### config.mk
export PLATFORM = sky130hd
export DESIGN_NAME = smc_incl_filter
export DESIGN_NICKNAME = d
export VERILOG_FILES = /design/src/rtl/smc_incl_filter.sv
export SDC_FILE = /design/constraint.sdc
export NUM_CORES = 1
export LEC_CHECK = 0
export BUFFER_PORTS_ARGS = -buffer_cell sky130_fd_sc_hd__buf_2
export CORE_MARGIN = 2
export CORE_UTILIZATION = 33
export DETAILED_ROUTE_END_ITERATION = 16
export HOLD_SLACK_MARGIN = 0.15
export PLACE_DENSITY = 0.6
export SYNTH_ARGS = -nofsm -noshare
export SYNTH_HDL_FRONTEND = slang
export SYNTH_SLANG_ARGS = --single-unit
### constraint.sdc
create_clock -name clk -period 6.9 [get_ports clk]
set_clock_uncertainty 0.05 [all_clocks]
set_input_delay 1.38 -clock clk [delete_from_list [all_inputs] [get_ports clk]]
set_output_delay 1.38 -clock clk [all_outputs]
set_load 0.05 [all_outputs]
### src/rtl/smc_incl_filter.sv
module smc_incl_filter #(
  parameter int SETS  = 16,
  parameter int WAYS  = 8,
  parameter int TAG_W = 8,
  localparam int SET_W = (SETS > 1) ? $clog2(SETS) : 1,
  localparam int LRU_W = WAYS - 1
) (
  input  logic             clk,
  input  logic             rst_n,
  input  logic             lru_upd_vld,
  input  logic [SET_W-1:0] lru_upd_set,
  input  logic [LRU_W-1:0] lru_old,
  input  logic [LRU_W-1:0] lru_new,
  input  logic             evict_vld,
  input  logic [SET_W-1:0] evict_set,
  input  logic [TAG_W-1:0] fetch_tag,
  input  logic [TAG_W-1:0] retire_tag,
  output logic             filter_active
);

  localparam int LIMIT = $clog2(WAYS);
  localparam int CNT_W = $clog2(LIMIT + 1);

  logic [CNT_W-1:0] cnt_q [SETS];
  logic [SETS-1:0]  armed_q;
  logic             draining_q;
  logic             need_cap_q;
  logic [TAG_W-1:0] cap_q;
  logic [TAG_W-1:0] lag;

  wire lru_moved = lru_upd_vld && (lru_old != lru_new);
  wire at_limit  = cnt_q[evict_set] == CNT_W'(LIMIT);
  wire sat       = evict_vld && at_limit;
  wire counted   = evict_vld && !at_limit && armed_q[evict_set];

  assign lag     = retire_tag - cap_q;
  wire   drained = draining_q && !need_cap_q && !lag[TAG_W-1];

  assign filter_active = !draining_q;

  for (genvar s = 0; s < SETS; s++) begin : g_set
    wire hit_ev  = counted && (evict_set == SET_W'(s));
    wire hit_lru = lru_moved && (lru_upd_set == SET_W'(s));

    always_ff @(posedge clk) begin
      if (!rst_n || sat) cnt_q[s] <= '0;
      else if (hit_ev)   cnt_q[s] <= cnt_q[s] + 1'b1;
    end

    always_ff @(posedge clk) begin
      if (!rst_n || sat) armed_q[s] <= 1'b0;
      else if (hit_lru)  armed_q[s] <= 1'b1;
      else if (hit_ev)   armed_q[s] <= 1'b0;
    end
  end

  always_ff @(posedge clk) begin
    if (!rst_n) begin
      draining_q <= 1'b1;
      need_cap_q <= 1'b1;
      cap_q      <= '0;
    end else if (sat) begin
      draining_q <= 1'b1;
      need_cap_q <= 1'b0;
      cap_q      <= fetch_tag;
    end else begin
      if (need_cap_q) begin
        cap_q      <= fetch_tag;
        need_cap_q <= 1'b0;
      end
      if (drained) draining_q <= 1'b0;
    end
  end


  sat_closes_chk: assert property (@(posedge clk) disable iff (!rst_n)
    sat |=> !filter_active);


  sat_clears_chk: assert property (@(posedge clk) disable iff (!rst_n)
    sat |=> (cnt_q[$past(evict_set)] == '0) && !armed_q[$past(evict_set)]);


  cap_tag_chk: assert property (@(posedge clk) disable iff (!rst_n)
    sat |=> cap_q == $past(fetch_tag));


  open_after_drain_chk: assert property (@(posedge clk) disable iff (!rst_n)
    $rose(filter_active) |-> !$past(lag[TAG_W-1]) && !$past(sat));


  count_bound_chk: assert property (@(posedge clk) disable iff (!rst_n)
    evict_vld |-> cnt_q[evict_set] <= CNT_W'(LIMIT));

endmodule

==> impl_metrics.py <==
metrics = {
    "status": {
        "status": "complete, no violations",
    },
    "routing": {
        "drt_pass1_iterations": 4,
        "drt-wirelength-per-cell_um": 15.35,
        "vias": 2478,
        "viasPerCell": 5.228,
        "wirelength_um": 7275,
        "postRouteAntennaNets": 0,
        "drc": 0,
        "drt_iter0_markers": 206,
    },
    "pwr": {
        "comb_power_share": 0.125,
        "p_per_area_nw_per_um2": 219.5,
        "switchingPower_w": 0.0002140,
        "ir_drop_mv": 0.07973,
        "pwr-share-seq": 0.493,
        "p_int_w": 0.0005859,
        "p_leak_nw": 1.323,
        "clkPwrFrac": 0.382,
        "p_sw_frac": 0.2675,
        "total_power_w": 0.0007999,
    },
    "clock_network": {
        "htree_num_levels": 3,
        "cts_root_buffer": "clkbuf_8",
        "cts_sinks": 58,
        "clockBufferDepth": 2,
        "cts_setup_buffers": 0,
        "cts_buffers": 9,
        "clk_latency_ps": 350,
        "holdBufCountCts": 0,
        "cts_resized": 0,
        "cts_tree": "done",
        "clk_pin_slew_ps": 70,
    },
    "logic_synthesis": {
        "syn_inst": 302,
        "syn_avg_cell_area_um2": 10.44,
        "ys_types": 48,
        "async_flop_share": 0,
        "synth_edf_count": 32,
        "synth-seq-cells": 58,
        "syn_nets": 350,
        "ys_warn_count": 0,
        "synth_ff_type": "edfxtp_1",
        "synthesis.area_um2": 3154,
        "yosysSeqAreaShare": 0.4697,
    },
    "layout": {
        "seq_area_um2": 1481,
        "fillCellCount": 932,
        "multi_input_comb_area_um2": 1530,
        "area_growth_pct": 15.51,
        "drive_gt1_frac": 0.2145,
        "fin_cells": 474,
        "antenna_cells": 0,
        "finalNetCount": 388,
        "final_area_um2": 3643,
    },
    "placed_design": {
        "dp_cells": 458,
        "port_buffers": 42,
        "place.gp.congestion": 0.7820,
        "dpl.hpwl_um": 5423,
        "place_ws_ps": 3115,
        "placed_area_um2": 3447,
    },
    "grt": {
        "grt_usage": 0.1522,
        "grt_pass1_vias": 2410,
        "antenna_found_initial": 0,
        "grt_pass1_wl_um": 12040,
        "grt_start_max_net_pins": 28,
        "overflow": 0,
    },
    "die": {
        "start_util": 0.3414,
        "row_count": 35,
        "die_y_um": 101.8,
        "io_pins": 43,
        "die_area_um2": 10360,
        "coreArea_um2": 9240,
        "die_x_um": 101.8,
    },
    "setup_path": {
        "path_class": "in2reg",
        "crit_slowest_cell": "or3_1",
        "slowest_delay_ps": 430,
        "cp.required_ps": 6870,
        "endpoint_kind": "register",
        "startpoint_type": "primary input",
        "crit_family": "compound AO/OA/AOI/OAI gates",
        "crit_path_max_fanout": 27,
        "path_cells": "buf_2 > and3b_1 > a311oi_1 > a211o_2 > nand2_2 > or3_1 > o21ai_0",
        "path_buf_inv": 1,
        "cp.arrival_ps": 3410,
    },
    "sta": {
        "hold_viol": 0,
        "slew_headroom": 0.4599,
        "tightest_slew_ps": 799.7,
        "rsz0062_at_grt": "no",
        "slew_violations": 0,
        "final.setup.tns_ps": 0,
        "setup_viol": 0,
        "fin_crit_sh": 0.4980,
        "worst_slack_ps": 3464,
        "final.min_clock_period_ps": 3436,
        "maxClockFrequency_ghz": 0.2910,
    },
    "flow_run": {
        "maxCapViolCount": 0,
    },
    "hold_path": {
        "hold_class": "reg2reg",
    },
}
==> cell usage in the layout (no fill, tap or decap), types with 2 or more instances in the layout <==
cell type and instances:
nand4b_1 4, nand2_1 29, nor4_1 8, dfxtp_1 26, nand4_1 6, o21ai_1 3
nor3_1 25, or4_4 3, nand3_1 2, or3_1 3, o21ai_0 15, a2bb2o_1 3
a32o_1 4, inv_1 17, nand2b_1 7, a21oi_1 6, o41ai_1 6, xnor2_1 21
ha_1 6, o22ai_1 5, nor2_1 4, mux4_2 4, clkbuf_8 10, nor2b_1 3
a21o_1 3, inv_4 2, edfxtp_1 32, and3_1 2, xor2_1 3, mux2i_1 9
buf_2 42, and4b_1 2, a311oi_1 6, a211o_2 2, and3b_1 6
==> layout make-up <==
type                            count  share of cell area
Multi-Input combinational cell    212              0.4200
Sequential cell                    58              0.4066
Timing Repair Buffer               42             0.05769
Clock buffer                       11             0.04464
Tap cell                          129             0.04430
Inverter                           17             0.01751
Clock inverter                      5            0.009272
==> synthesized netlist by cell type (all sizes together), types with 5 or more instances <==
| cell type | instances | area [µm²] |
|---|---|---|
| edfxtp | 32 | 960.9 |
| o21ai | 18 | 90.08 |
| mux2i | 9 | 90.09 |
| buf | 5 | 41.28 |
| and3b | 6 | 52.55 |
| xnor2 | 21 | 183.9 |
| nand2b | 7 | 43.79 |
| nor3 | 25 | 125.1 |
| a311oi | 6 | 52.55 |
| o41ai | 6 | 52.55 |
| nor4 | 8 | 50.05 |
| nand4 | 6 | 37.54 |
| clkbuf | 10 | 37.54 |
| o22ai | 5 | 31.28 |
| nand2 | 30 | 115.1 |
| inv | 17 | 63.81 |
| ha | 6 | 75.07 |
| dfxtp | 26 | 520.5 |
| a21oi | 6 | 30.03 |
| nor2 | 5 | 21.27 |
==> sequential cells by signal (all words and copies together) (netlist names) <==
register    cells
need_cap_q      1
draining_q      1
cnt_q          32
armed_q        16
cap_q           8
==> metal layers <==
metal / routed length [µm] / GRT usage / vias to the layer above
met5: 0 / 0 / -
met4: 115 / 0.05925 / 0
li1: - / - / 1225
met1: 3405 / 0.2046 / 1195
met3: 301 / 0.03658 / 9
met2: 3452 / 0.2368 / 49
==> worst paths after layout <==
check,start,endpoint,slack (ps),depth (start not counted)
worst max-delay path,evict_set[1],cnt_q[3][1],3460,7
worst min-delay path,cap_q[3],cap_q[3],410,2
worst max register to register,cnt_q[2][0],cnt_q[3][1],4500,6
worst min register to register,cap_q[3],cap_q[3],410,2
==> stage by stage <==
step / hold WS, ps / utilization
finish: 412.8 / 0.3943
CTS: 417.6 / 0.3943
floorplan: 376.5 / -
detailed placement: 406.7 / 0.3731
global route: 432.0 / 0.3943
global placement: 396.7 / 0.3731
==> kinds of logic after synthesis <==
logic type,count (synthesis),synth area share
AND/OR/NAND/NOR,109,0.1975
buffers and inverters,32,0.04522
adder cells (fa/ha/maj),6,0.02380
multiplexers,14,0.06069
XOR/XNOR,24,0.06664
AO/OA/AOI/OAI,59,0.1365
flip-flops,58,0.4697
==> worst reg2reg max path, delay by kind of cell, from the launching register on <==
| family | cells | cell delay (ps) |
|---|---|---|
| and+or+nand+nor | 3 | 800 |
| AOI/OAI and AO/OA | 3 | 800 |
| DFF | 1 | 430 |
==> power by group through the flow <==
| stage | clock (W) | sequential [W] | combinational [W] |
|---|---|---|---|
| 3_5_place_dp | 0 | 0.000402 | 0.000100 |
| 3_3_place_gp | 0 | 0.000401 | 0.0000980 |
| 4_1_cts | 0.000311 | 0.000394 | 0.000101 |
| 6_report | 0.000305 | 0.000394 | 0.000100 |
| 5_1_grt | 0.000327 | 0.000397 | 0.000112 |
| 2_1_floorplan | 0 | 0.000398 | 0.0000708 |
No activity file was read; power rests on OpenSTA's default activity.
